--- config.mk ---
export PLATFORM = sky130hd
export DESIGN_NAME = speedup_override
export DESIGN_NICKNAME = d
export VERILOG_FILES = /design/src/rtl/speedup_override_pkg.sv /design/src/rtl/irq_qualify.sv /design/src/rtl/vga_window_decode.sv /design/src/rtl/speedup_counter.sv /design/src/rtl/speedup_override.sv
export SDC_FILE = /design/constraint.sdc
export NUM_CORES = 1
export LEC_CHECK = 0
export ABC_AREA = 1
export BUFFER_PORTS_ARGS = -buffer_cell sky130_fd_sc_hd__buf_4
export CAP_MARGIN = 20
export CORE_MARGIN = 4
export CORE_UTILIZATION = 40
export CTS_CLUSTER_SIZE = 28
export DETAILED_ROUTE_END_ITERATION = 6
export PLACE_DENSITY = 0.76
export SLEW_MARGIN = 15
export SYNTH_ARGS = -nofsm -noshare
export SYNTH_HDL_FRONTEND = slang
export SYNTH_SLANG_ARGS = --single-unit
--- constraint.sdc ---
create_clock -name clk -period 1.4 [get_ports clk]
set_input_delay 0.14 -clock clk [delete_from_list [all_inputs] [get_ports clk]]
set_output_delay 0.14 -clock clk [all_outputs]
set_load 0.05 [all_outputs]
--- src/rtl/speedup_override_pkg.sv ---
package speedup_override_pkg;
   typedef enum int unsigned {
      CLS_IRQ = 0,
      CLS_VID = 1
   } act_class_e;
   localparam int unsigned NUM_CLS = 2;
   localparam logic [19:0] VGA_MEM_LO = 20'hA0000;
   localparam logic [19:0] VGA_MEM_HI = 20'hB7FFF;
   localparam logic [11:0] VGA_IO_LO  = 12'h03B;
   localparam logic [11:0] VGA_IO_HI  = 12'h03D;
endpackage

--- src/rtl/irq_qualify.sv ---
module irq_qualify #(
   parameter int unsigned IRQ_W = 16
) (
   input  logic [IRQ_W-1:0] req,
   input  logic [IRQ_W-1:0] mask,
   input  logic             smi,
   output logic             hit
);
   always_comb hit = (|(req & ~mask)) | smi;
endmodule

--- src/rtl/vga_window_decode.sv ---
module vga_window_decode
   import speedup_override_pkg::*;
#(
   parameter int unsigned ADDR_W = 32
) (
   input  logic              valid,
   input  logic              is_io,
   input  logic [ADDR_W-1:0] addr,
   output logic              hit
);
   localparam logic [ADDR_W-1:0] MEM_LO = ADDR_W'(VGA_MEM_LO);
   localparam logic [ADDR_W-1:0] MEM_HI = ADDR_W'(VGA_MEM_HI);

   logic io_hit, mem_hit;

   always_comb begin
      io_hit  = (addr[ADDR_W-1:16] == '0) &&
                (addr[15:4] >= VGA_IO_LO) && (addr[15:4] <= VGA_IO_HI);
      mem_hit = (addr >= MEM_LO) && (addr <= MEM_HI);
      hit     = valid && (is_io ? io_hit : mem_hit);
   end
endmodule

--- src/rtl/speedup_counter.sv ---
module speedup_counter #(
   parameter int unsigned CNT_W = 8
) (
   input  logic             clk,
   input  logic             rst_n,
   input  logic             en,
   input  logic             evt,
   input  logic             tick,
   input  logic [CNT_W-1:0] reload,
   output logic [CNT_W-1:0] cnt
);
   logic [CNT_W-1:0] cnt_d;

   always_comb begin
      cnt_d = cnt;
      if (!en)
         cnt_d = '0;
      else if (evt)
         cnt_d = reload;
      else if (tick && (cnt != '0))
         cnt_d = cnt - 1'b1;
   end

   always_ff @(posedge clk or negedge rst_n) begin
      if (!rst_n) cnt <= '0;
      else        cnt <= cnt_d;
   end
endmodule

--- src/rtl/speedup_override.sv ---
module speedup_override
   import speedup_override_pkg::*;
#(
   parameter int unsigned CNT_W      = 8,
   parameter int unsigned IRQ_W      = 16,
   parameter int unsigned ADDR_W     = 32,
   parameter bit          VGA_DECODE = 1'b1
) (
   input  logic              clk,
   input  logic              rst_n,
   input  logic              tick,
   input  logic              irq_en,
   input  logic              vid_en,
   input  logic [CNT_W-1:0]  irq_reload,
   input  logic [CNT_W-1:0]  vid_reload,
   input  logic [IRQ_W-1:0]  irq_req,
   input  logic [IRQ_W-1:0]  irq_mask,
   input  logic              smi_evt,
   input  logic              vid_strobe,
   input  logic              bus_valid,
   input  logic              bus_is_io,
   input  logic [ADDR_W-1:0] bus_addr,
   output logic              inhibit
);
   if (CNT_W < 1)   begin : g_bad_cnt  $error("CNT_W must be at least 1");   end
   if (IRQ_W < 1)   begin : g_bad_irq  $error("IRQ_W must be at least 1");   end
   if (ADDR_W < 20) begin : g_bad_addr $error("ADDR_W must be at least 20"); end

   logic [NUM_CLS-1:0]            cls_en;
   logic [NUM_CLS-1:0]            cls_evt;
   logic [NUM_CLS-1:0][CNT_W-1:0] cls_reload;
   logic [NUM_CLS-1:0][CNT_W-1:0] cls_cnt;
   logic [NUM_CLS-1:0]            cls_busy;
   logic                          irq_hit, vga_hit;

   irq_qualify #(.IRQ_W(IRQ_W)) u_irq_q (
      .req(irq_req), .mask(irq_mask), .smi(smi_evt), .hit(irq_hit)
   );

   if (VGA_DECODE) begin : g_vga
      vga_window_decode #(.ADDR_W(ADDR_W)) u_vga (
         .valid(bus_valid), .is_io(bus_is_io), .addr(bus_addr), .hit(vga_hit)
      );
   end else begin : g_no_vga
      assign vga_hit = 1'b0;
   end

   always_comb begin
      cls_en[CLS_IRQ]     = irq_en;
      cls_en[CLS_VID]     = vid_en;
      cls_evt[CLS_IRQ]    = irq_hit;
      cls_evt[CLS_VID]    = vid_strobe | vga_hit;
      cls_reload[CLS_IRQ] = irq_reload;
      cls_reload[CLS_VID] = vid_reload;
   end

   for (genvar c = 0; c < NUM_CLS; c++) begin : g_cls
      speedup_counter #(.CNT_W(CNT_W)) u_cnt (
         .clk(clk), .rst_n(rst_n), .en(cls_en[c]), .evt(cls_evt[c]),
         .tick(tick), .reload(cls_reload[c]), .cnt(cls_cnt[c])
      );
      assign cls_busy[c] = (cls_cnt[c] != '0);
   end

   assign inhibit = |cls_busy;
endmodule

==> flow_summary.yaml, run 1 <==
timing:
  clock_skew_ps: 2.19
  period_share_pct: 109
  fin_crit_ps: 1520
  max_freq_ghz: 0.657
  rsz_0062_raised_after_global_routing: "true"
  max-slew-margin-rel_pct: 76.0
  final_setup_slack_of_the_worst_path_ps: -123
  final-hold-violation-count: 0
  max_slew_violation_count: 0
  finalSetupViolations: 9
  timing_worst_slew_pin_value_ps: 358
global_routing:
  vias_in_the_first_global_route: 1930
  first_pass_grt_wire_length_mm: 7.97
  global_route.usage.met3_pct: 3.23
  number_of_antenna_violations_at_the_first_check_in_global_routing: 0
  grt.busiest_layer: "met2"
  met1_track_utilization_from_global_routing_pct: 22.5
  global_route_track_usage_on_met2_pct: 34.2
  track_usage_pct: 18.9
  grt_max_degree: 17
  globalRoute.totalOverflow: 0
cts:
  tritoncts: "built"
  ctsRootBufferMaster: "sky130_fd_sc_hd__clkbuf_8"
  ctsHtreeMaxLevel: 1
  tritoncts.num_buffers: 3
  cts-root-to-sink-buffers: 2
  clock_latency_ps: 250
  clk_pin_slew_worst_paths_ps: 70
  numClockSinks: 16
floorplan:
  design.core.area_mm2: 0.00377
  floorplan.io_pins: 90
  die_area_mm2: 0.00512
  die_height_um: 71.5
  die-width_um: 71.5
  initial_core_util_pct: 42.8
  row_count: 22
synth:
  syn_nets: 347
  ys_types: 30
  synth_area_per_cell_um2: 6.36
  ys_warn_count: 0
  postSynthCellCount: 254
  synth_sequential_area_ratio_pct: 24.8
  mappedNetlistArea_mm2: 0.00162
  synth.ff_latch_count: 16
place:
  post-dp-hpwl_mm: 3.73
  post-place-ws_ps: -118
  place_inst: 405
  port_buffers: 85
  gp_routability_congestion: 0.824
flow_run:
  drv.max_cap_violation_count: 0
setup_path:
  critical_path.max_fanout: 2
  rr_startpoint: "g_cls[0].u_cnt.cnt[1]"
  cell_repeated_most_along_the_worst_path: "sky130_fd_sc_hd__nand2_2"
  crit_buf_inv: 3
  path_class: "flip-flop to output pin"
  r2r.worst_path.cells: 8
  slowest_delay_ps: 390
  worst_setup_path_end_kind: "output pin"
  critical_path.startpoint_type: "flip-flop"
  cp.arrival_ps: 1380
  worst-endpoint-required_ps: 1260
  rr_endpoint: "g_cls[0].u_cnt.cnt[6]"
  crit_family: "simple AND/OR/NAND/NOR gates"
  critPathSlowestCell: "sky130_fd_sc_hd__dfrtp_1"
  timing.critical_path.cells: "inv_2 -> nand2_2 -> nor3_4 -> nand4_1 -> inv_1 -> nand2_2 -> buf_8"
  reg2reg_setup_slack_ps: -50
route:
  post-route-drc-count: 0
  via_total_after_detailed_routing: 2023
  final_antenna_net_count: 0
  post_drt_wl_per_cell_um: 11.8
  dr.pass1.iters: 4
  detail_route.wirelength_mm: 4.93
  detail_route.iter0.violations: 143
  vias_per_cell: 4.83
cells_and_area:
  nets: 465
  antenna_cells: 0
  flip_flop_count_of_the_largest_register_after_layout: 16
  final_cells: 419
  largestRegisters: "g_cls.u_cnt.cnt: 16 flops"
  multiInputGateArea_mm2: 0.00116
  top_register: "g_cls.u_cnt.cnt"
  area.sequential_um2: 400
  area_growth_syn_to_layout_pct: 66.7
  fraction_of_layout_cells_with_a_size_suffix_above_1_pct: 43.9
  fillerInstances: 302
status:
  failed_checks: "setup timing"
  status: "finished with violations"
hold_path:
  hold_end: "g_cls[1].u_cnt.cnt[1]"
  depth_of_the_worst_hold_timing_path: 5
  worst_hold_startpoint: "vid_reload[1]"
  hold_path.class: "input pin to flip-flop"
power_and_ir_drop:
  vdd_drop_max_v: 0.000461
  pwr_density_cell_mw_per_mm2: 654
  cellLeakagePower_nw: 1.50
[power breakdown]
group          switching (mW)  total, mW  internal (mW)
combinational           0.372      0.805          0.433
clock                   0.170      0.420          0.250
sequential             0.0335      0.537          0.504
[worst max-delay path by stage]
stage	startpoint	end	slack, ps	depth (start not counted)
after global placement	g_cls[0].u_cnt.cnt[2]	g_cls[0].u_cnt.cnt[6]	-80	8
after detailed placement	g_cls[0].u_cnt.cnt[2]	g_cls[0].u_cnt.cnt[6]	-120	8
final	g_cls[0].u_cnt.cnt[2]	inhibit	-120	7
after global routing	g_cls[0].u_cnt.cnt[2]	inhibit	-180	7
after CTS	g_cls[0].u_cnt.cnt[3]	inhibit	-150	7
after floorplan	g_cls[1].u_cnt.cnt[0]	g_cls[1].u_cnt.cnt[3]	9	11
[worst register-to-register path, stage by stage (launching register included)]
cell and delay (ps):
sky130_fd_sc_hd__dfrtp_1 380, sky130_fd_sc_hd__inv_1 70, sky130_fd_sc_hd__ha_1 170, sky130_fd_sc_hd__nand4_1 100, sky130_fd_sc_hd__buf_4 170, sky130_fd_sc_hd__nand2_8 70
sky130_fd_sc_hd__a21oi_4 260, sky130_fd_sc_hd__nand2_1 100, sky130_fd_sc_hd__nand2_1 70
[synthesized netlist by cell type (all sizes together)]
cell type  instances  area (um^2)
a21oi              2         25.0
buf                3         30.0
clkinv             2         7.51
dfrtp             16          400
ha                 4         50.1
inv               33          124
nand2             95          384
nand3             24          138
nand3b             1         7.51
nand4             11         68.8
nor2              33          153
nor2b              1         6.26
nor3               2         15.0
o21a               1         7.51
o21ai              8         40.0
o22ai              5         50.1
or2                2         12.5
xnor2              7         61.3
xor2               4         35.0
[cell usage in the layout (no fill, tap or decap), types with 6 or more instances in the layout]
master                    instances
sky130_fd_sc_hd__nor2_2           9
sky130_fd_sc_hd__dfrtp_1         16
sky130_fd_sc_hd__inv_1           26
sky130_fd_sc_hd__nand4_1         11
sky130_fd_sc_hd__nand3_1         21
sky130_fd_sc_hd__xnor2_1          6
sky130_fd_sc_hd__nand2_1         82
sky130_fd_sc_hd__nor2_1          22
sky130_fd_sc_hd__nand2_2         10
sky130_fd_sc_hd__buf_4          112
sky130_fd_sc_hd__o21ai_0          8
sky130_fd_sc_hd__inv_2            6
[final cells by class]
type / instances / share of cell area (%)
Clock buffer: 4 / 2.04
Inverter: 35 / 4.97
Multi-Input combinational cell: 201 / 43.0
Sequential cell: 16 / 14.9
Tap cell: 48 / 2.23
Timing Repair Buffer: 115 / 32.9
[logic make-up after synthesis]
logic type,synth area share [%]
buf+inv,9.99
fa+ha+maj,3.10
simple gates,48.6
compound gates,7.59
flops,24.8
xor+xnor,5.96
[metal layers]
| metal | wire length, um | vias up |
|---|---|---|
| li1 | - | 1041 |
| met3 | 302 | 6 |
| met5 | 0 | - |
| met2 | 2610 | 71 |
| met4 | 57 | 0 |
| met1 | 1960 | 905 |
[per-stage QoR]
stage                     hold slack, ps  util (%)  power (mW)  cell area [um^2]  setup TNS, ps
after floorplan                     -156         -       0.907              1620              0
after global placement              10.8      65.1        1.23              2450           -662
after detailed placement            12.1      65.1        1.24              2450           -899
after CTS                            163      70.0        1.73              2640          -1150
final                                167      71.4        1.76              2690           -293
after global routing                 180      71.4        1.87              2690          -1670
[what timing repair did]
item                       4_1_cts  5_1_grt
resized for setup               13       16
setup endpoints to repair       17       17
hold buffers                     1        0
hold endpoints to repair        16        0
setup buffers                    8        2
gates cloned                     1        0
pin swaps                        9       13
Power figures use the tool's default switching activity.
==> run 2: changes to the inputs <==
Settings changed: CORE_MARGIN 4 to 2.
==> flow_summary.yaml, run 2 (same netlist as run 1, synthesis figures left out) <==
timing:
  max_slew_violation_count: 0
  final_setup_slack_of_the_worst_path_ps: -94.6
  period_share_pct: 107
  final-hold-violation-count: 0
  max-slew-margin-rel_pct: 77.5
  rsz_0062_raised_after_global_routing: "true"
  clock_skew_ps: 2.95
  timing_worst_slew_pin_value_ps: 336
  fin_crit_ps: 1490
  timing.setup.tns_ps: -349
  finalSetupViolations: 9
  max_freq_ghz: 0.669
place:
  port_buffers: 85
  post-dp-hpwl_mm: 3.52
  gp_routability_congestion: 0.806
  postPlaceCellArea_mm2: 0.00243
setup_path:
  timing.critical_path.cells: "inv_2 -> nand2_2 -> nor3_2 -> nand4_1 -> inv_1 -> nand2_1 -> buf_6"
  r2r.worst_path.cells: 8
  critical_path_cell_count: 7
  critPathSlowestCell: "sky130_fd_sc_hd__dfrtp_1"
  critical_path.max_fanout: 2
  critical_path.startpoint_type: "flip-flop"
  path_class: "flip-flop to output pin"
  cp.arrival_ps: 1350
  crit_buf_inv: 3
  worst-endpoint-required_ps: 1260
  crit_family: "simple AND/OR/NAND/NOR gates"
  slowest_delay_ps: 400
  worst_setup_path_end_kind: "output pin"
route:
  dr.pass1.iters: 5
  vias_per_cell: 4.71
  via_total_after_detailed_routing: 1969
  post_drt_wl_per_cell_um: 11.0
  post-route-drc-count: 0
  final_antenna_net_count: 0
  detail_route.iter0.violations: 122
  detail_route.wirelength_mm: 4.61
global_routing:
  number_of_antenna_violations_at_the_first_check_in_global_routing: 0
  track_usage_pct: 20.4
  globalRoute.totalOverflow: 0
  grt_max_degree: 18
  vias_in_the_first_global_route: 1869
  first_pass_grt_wire_length_mm: 7.35
cells_and_area:
  mostFrequentLayoutCell: "sky130_fd_sc_hd__buf_4"
  layout.cell_area.non_filler_mm2: 0.00266
  antenna_cells: 0
  top_register: "g_cls.u_cnt.cnt"
  area_growth_syn_to_layout_pct: 64.8
  most-common-layout-cells: "sky130_fd_sc_hd__buf_4 (110), sky130_fd_sc_hd__nand2_1 (81), sky130_fd_sc_hd__inv_1 (25)"
  flip_flop_count_of_the_largest_register_after_layout: 16
  fraction_of_layout_cells_with_a_size_suffix_above_1_pct: 43.8
  nets: 462
  largestRegisters: "g_cls.u_cnt.cnt: 16 flops"
cts:
  ctsRootBufferMaster: "sky130_fd_sc_hd__clkbuf_8"
  clock_latency_ps: 250
  clk_pin_slew_worst_paths_ps: 60
  cts-root-to-sink-buffers: 2
  tritoncts: "built"
  numClockSinks: 16
  ctsHtreeMaxLevel: 1
  tritoncts.num_buffers: 3
floorplan:
  die_height_um: 67.5
  die-width_um: 67.5
  die_area_mm2: 0.00456
  floorplan.io_pins: 90
  row_count: 23
  initial_core_util_pct: 41.0
  design.core.area_mm2: 0.00394
hold_path:
  hold_path.class: "input pin to flip-flop"
  depth_of_the_worst_hold_timing_path: 5
power_and_ir_drop:
  pwr_density_cell_mw_per_mm2: 672
  cellLeakagePower_nw: 1.47
  vdd_drop_max_v: 0.000599
  power_mw: 1.79
flow_run:
  drv.max_cap_violation_count: 0
status:
  status: "finished with violations"
  failed_checks: "setup timing"
-- run 2: worst register-to-register path, delay by kind of cell, from the launching register on --
family	cells	cell delay, ps
DFF	1	360
and+or+nand+nor	4	350
adders and majority gates	1	180
AOI/OAI and AO/OA	1	260
buffers and inverters	2	230
-- run 2: repair_timing --
item	CTS	global route
hold buffers	1	0
setup endpoints to repair	17	17
pin swaps	4	12
buffers inserted	2	5
gates cloned	0	1
endpoints found under the hold margin	16	0
gates resized for setup	8	22
-- run 2: worst paths after layout --
check                      slack, ps               endpoint                  start
max                              -90                inhibit  g_cls[0].u_cnt.cnt[2]
min                              170  g_cls[1].u_cnt.cnt[7]          vid_reload[7]
max reg2reg                      -50  g_cls[0].u_cnt.cnt[4]  g_cls[0].u_cnt.cnt[0]
min reg2reg                      540  g_cls[1].u_cnt.cnt[0]  g_cls[1].u_cnt.cnt[0]
max in group asynchronous        930  g_cls[1].u_cnt.cnt[5]                  rst_n
min in group asynchronous        280  g_cls[0].u_cnt.cnt[0]                  rst_n
-- run 2: through the flow --
stage          util [%]  hold WS [ps]  setup slack (ps)  std cells
4_1_cts            64.4           168              -111        412
2_1_floorplan         -          -156              8.76        254
3_3_place_gp       61.6          18.3              3.13        405
3_5_place_dp       61.6          16.3             -42.4        405
6_report           67.5           175             -94.6        418
5_1_grt            67.5           184              -172        418
-- run 2: routing by layer --
metal / global-route usage (%) / vias up / routed length [um]
met3: 4.67 / 4 / 322
met5: 0 / - / 0
met2: 38.8 / 73 / 2390
met4: 4.34 / 0 / 26
met1: 22.9 / 861 / 1880
li1: - / 1031 / -
-- run 2: power by group --
part           leakage [nW]  total, mW  internal (mW)  switching [mW]
clock network        0.0288      0.421          0.250           0.171
registers             0.208      0.539          0.504          0.0349
logic                  1.24      0.829          0.449           0.380
total                  1.47       1.79           1.20           0.586
-- run 2: final cells by class --
type,instances,area (um^2)
sequential,16,400
multi-input combinational,201,1160
tap,50,62.6
timing repair buffer,112,847
fill,346,1280
clock buffer,4,55.1
inverter,35,134
==> run 3: changes to the inputs <==
Settings changed: PLACE_DENSITY 0.76 to unset, PLACE_DENSITY_LB_ADDON set to 0.25.
==> flow_summary.yaml, run 3 (same netlist as run 1, synthesis figures left out) <==
power_and_ir_drop:
  power_mw: 1.74
  switching_power_mw: 0.591
  p_sw_share_pct: 34.0
  pwr-share-seq_pct: 30.9
  pwr_density_cell_mw_per_mm2: 642
  power_frac_comb_pct: 47.6
  internal-power_mw: 1.15
  cellLeakagePower_nw: 1.49
  clock_share_of_power_pct: 21.5
  vdd_drop_max_v: 0.000489
status:
  status: "finished with violations"
  failed_checks: "setup timing"
cells_and_area:
  flip_flop_count_of_the_largest_register_after_layout: 16
  antenna_cells: 0
  largestRegisters: "g_cls.u_cnt.cnt: 16 flops"
  most-common-layout-cells: "sky130_fd_sc_hd__buf_4 (112), sky130_fd_sc_hd__nand2_1 (74), sky130_fd_sc_hd__inv_1 (25)"
  mostFrequentLayoutCell: "sky130_fd_sc_hd__buf_4"
  area_growth_syn_to_layout_pct: 67.6
  fraction_of_layout_cells_with_a_size_suffix_above_1_pct: 45.7
  final_core_util_pct: 68.7
  top_register: "g_cls.u_cnt.cnt"
  nets: 465
  layout.cell_area.non_filler_mm2: 0.00271
setup_path:
  path_class: "flip-flop to output pin"
  worst-endpoint-required_ps: 1260
  r2r.worst_path.cells: 9
  rr_endpoint: "g_cls[1].u_cnt.cnt[5]"
  critPathLaunch: "g_cls[0].u_cnt.cnt[2]"
  cp.arrival_ps: 1510
  worst_setup_path_end_kind: "output pin"
  rr_startpoint: "g_cls[1].u_cnt.cnt[5]"
  critical_path.startpoint_type: "flip-flop"
  reg2reg_setup_slack_ps: -120
  critical_path.max_fanout: 2
  timing.critical_path.cells: "inv_2 -> nand2_2 -> nor3_4 -> nand4_1 -> buf_4 -> inv_2 -> nand2_2 -> buf_8"
  critPathCapture: "inhibit"
  critPathSlowestCell: "sky130_fd_sc_hd__dfrtp_1"
  slowest_delay_ps: 400
timing:
  timing_worst_slew_pin_value_ps: 359
  fin_crit_ps: 1650
  rsz_0062_raised_after_global_routing: "true"
  clock_skew_ps: 5.96
  final-hold-violation-count: 0
  max_slew_violation_count: 0
  finalSetupViolations: 17
  max_freq_ghz: 0.607
  period_share_pct: 118
  final_setup_slack_of_the_worst_path_ps: -247
  max-slew-margin-rel_pct: 75.9
  final.hold.worst_slack_ps: 178
place:
  postPlaceCellArea_mm2: 0.00248
  post-dp-hpwl_mm: 3.60
  post-place-ws_ps: -66.5
  port_buffers: 85
  gp_routability_congestion: 0.834
floorplan:
  design.core.area_mm2: 0.00394
  die_height_um: 67.5
  die_area_mm2: 0.00456
  floorplan.io_pins: 90
  initial_core_util_pct: 41.0
  die-width_um: 67.5
  row_count: 23
cts:
  cts-root-to-sink-buffers: 2
  clk_pin_slew_worst_paths_ps: 70
  tritoncts: "built"
  ctsHtreeMaxLevel: 1
  tritoncts.num_buffers: 3
  numClockSinks: 16
  ctsRootBufferMaster: "sky130_fd_sc_hd__clkbuf_8"
  clock_latency_ps: 260
global_routing:
  grt_max_degree: 18
  vias_in_the_first_global_route: 1959
  globalRoute.totalOverflow: 0
  track_usage_pct: 22.7
  number_of_antenna_violations_at_the_first_check_in_global_routing: 0
  first_pass_grt_wire_length_mm: 8.02
flow_run:
  drv.max_cap_violation_count: 0
route:
  detail_route.wirelength_mm: 4.79
  post_drt_wl_per_cell_um: 11.4
  dr.pass1.iters: 4
  post-route-drc-count: 0
  final_antenna_net_count: 0
  via_total_after_detailed_routing: 2027
  vias_per_cell: 4.83
  detail_route.iter0.violations: 119
hold_path:
  hold_path.class: "input pin to flip-flop"
## run 3: cell count changes in the layout (fill, tap and decap cells not counted), sizes merged
cell,delta
nand2,-1
clkinv,+1
inv,-1
clkbuf,-1
buf,+4
## run 3: worst min-delay path by stage
stage                                  endpoint           from  depth (start not counted)  slack [ps]
after CTS                 g_cls[1].u_cnt.cnt[4]  vid_reload[4]                          5         160
after global placement    g_cls[1].u_cnt.cnt[3]          rst_n                          1          20
final                     g_cls[1].u_cnt.cnt[4]  vid_reload[4]                          5         180
after floorplan           g_cls[0].u_cnt.cnt[0]          rst_n                          0        -160
after detailed placement  g_cls[1].u_cnt.cnt[3]          rst_n                          1          20
after global routing      g_cls[1].u_cnt.cnt[3]  vid_reload[3]                          5         190
## run 3: critical path, delay by kind of cell, from the launching register on
| kind | cells | cell delay, ps |
|---|---|---|
| and+or+nand+nor | 4 | 440 |
| buffers and inverters | 4 | 410 |
| DFF | 1 | 400 |
## run 3: stage by stage
stage                     instances  TNS [ps]
after CTS                       416      -289
after global routing            420     -2940
after detailed placement        408      -509
after global placement          408     -13.0
final                           420     -1480
after floorplan                 254         0
## run 3: power groups by stage
stage	clock network (mW)	logic [mW]	registers [mW]
final	0.373	0.827	0.538
after detailed placement	0	0.721	0.542
after floorplan	0	0.359	0.547
after global placement	0	0.705	0.539
after CTS	0.377	0.760	0.534
after global routing	0.398	0.917	0.541
## run 3: final cells by class
| type | instances | area (um^2) |
|---|---|---|
| clock buffer | 3 | 41.3 |
| fill | 363 | 1230 |
| inverter | 35 | 136 |
| multi-input combinational | 200 | 1160 |
| sequential | 16 | 400 |
| tap | 50 | 62.6 |
| timing repair buffer | 116 | 906 |
## run 3: timing repair
| item | 4_1_cts | 5_1_grt |
|---|---|---|
| hold buffers | 1 | 0 |
| endpoints found under the setup margin | 17 | 17 |
| setup buffers | 5 | 6 |
| pin swaps | 9 | 16 |
| gates resized for setup | 11 | 26 |
| hold endpoints to repair | 16 | 0 |
## run 3: routing by layer
| metal | routed length (um) | track usage, % |
|---|---|---|
| met4 | 72 | 6.63 |
| met3 | 287 | 4.33 |
| met5 | 0 | 0 |
| met2 | 2590 | 44.1 |
| met1 | 1830 | 24.5 |
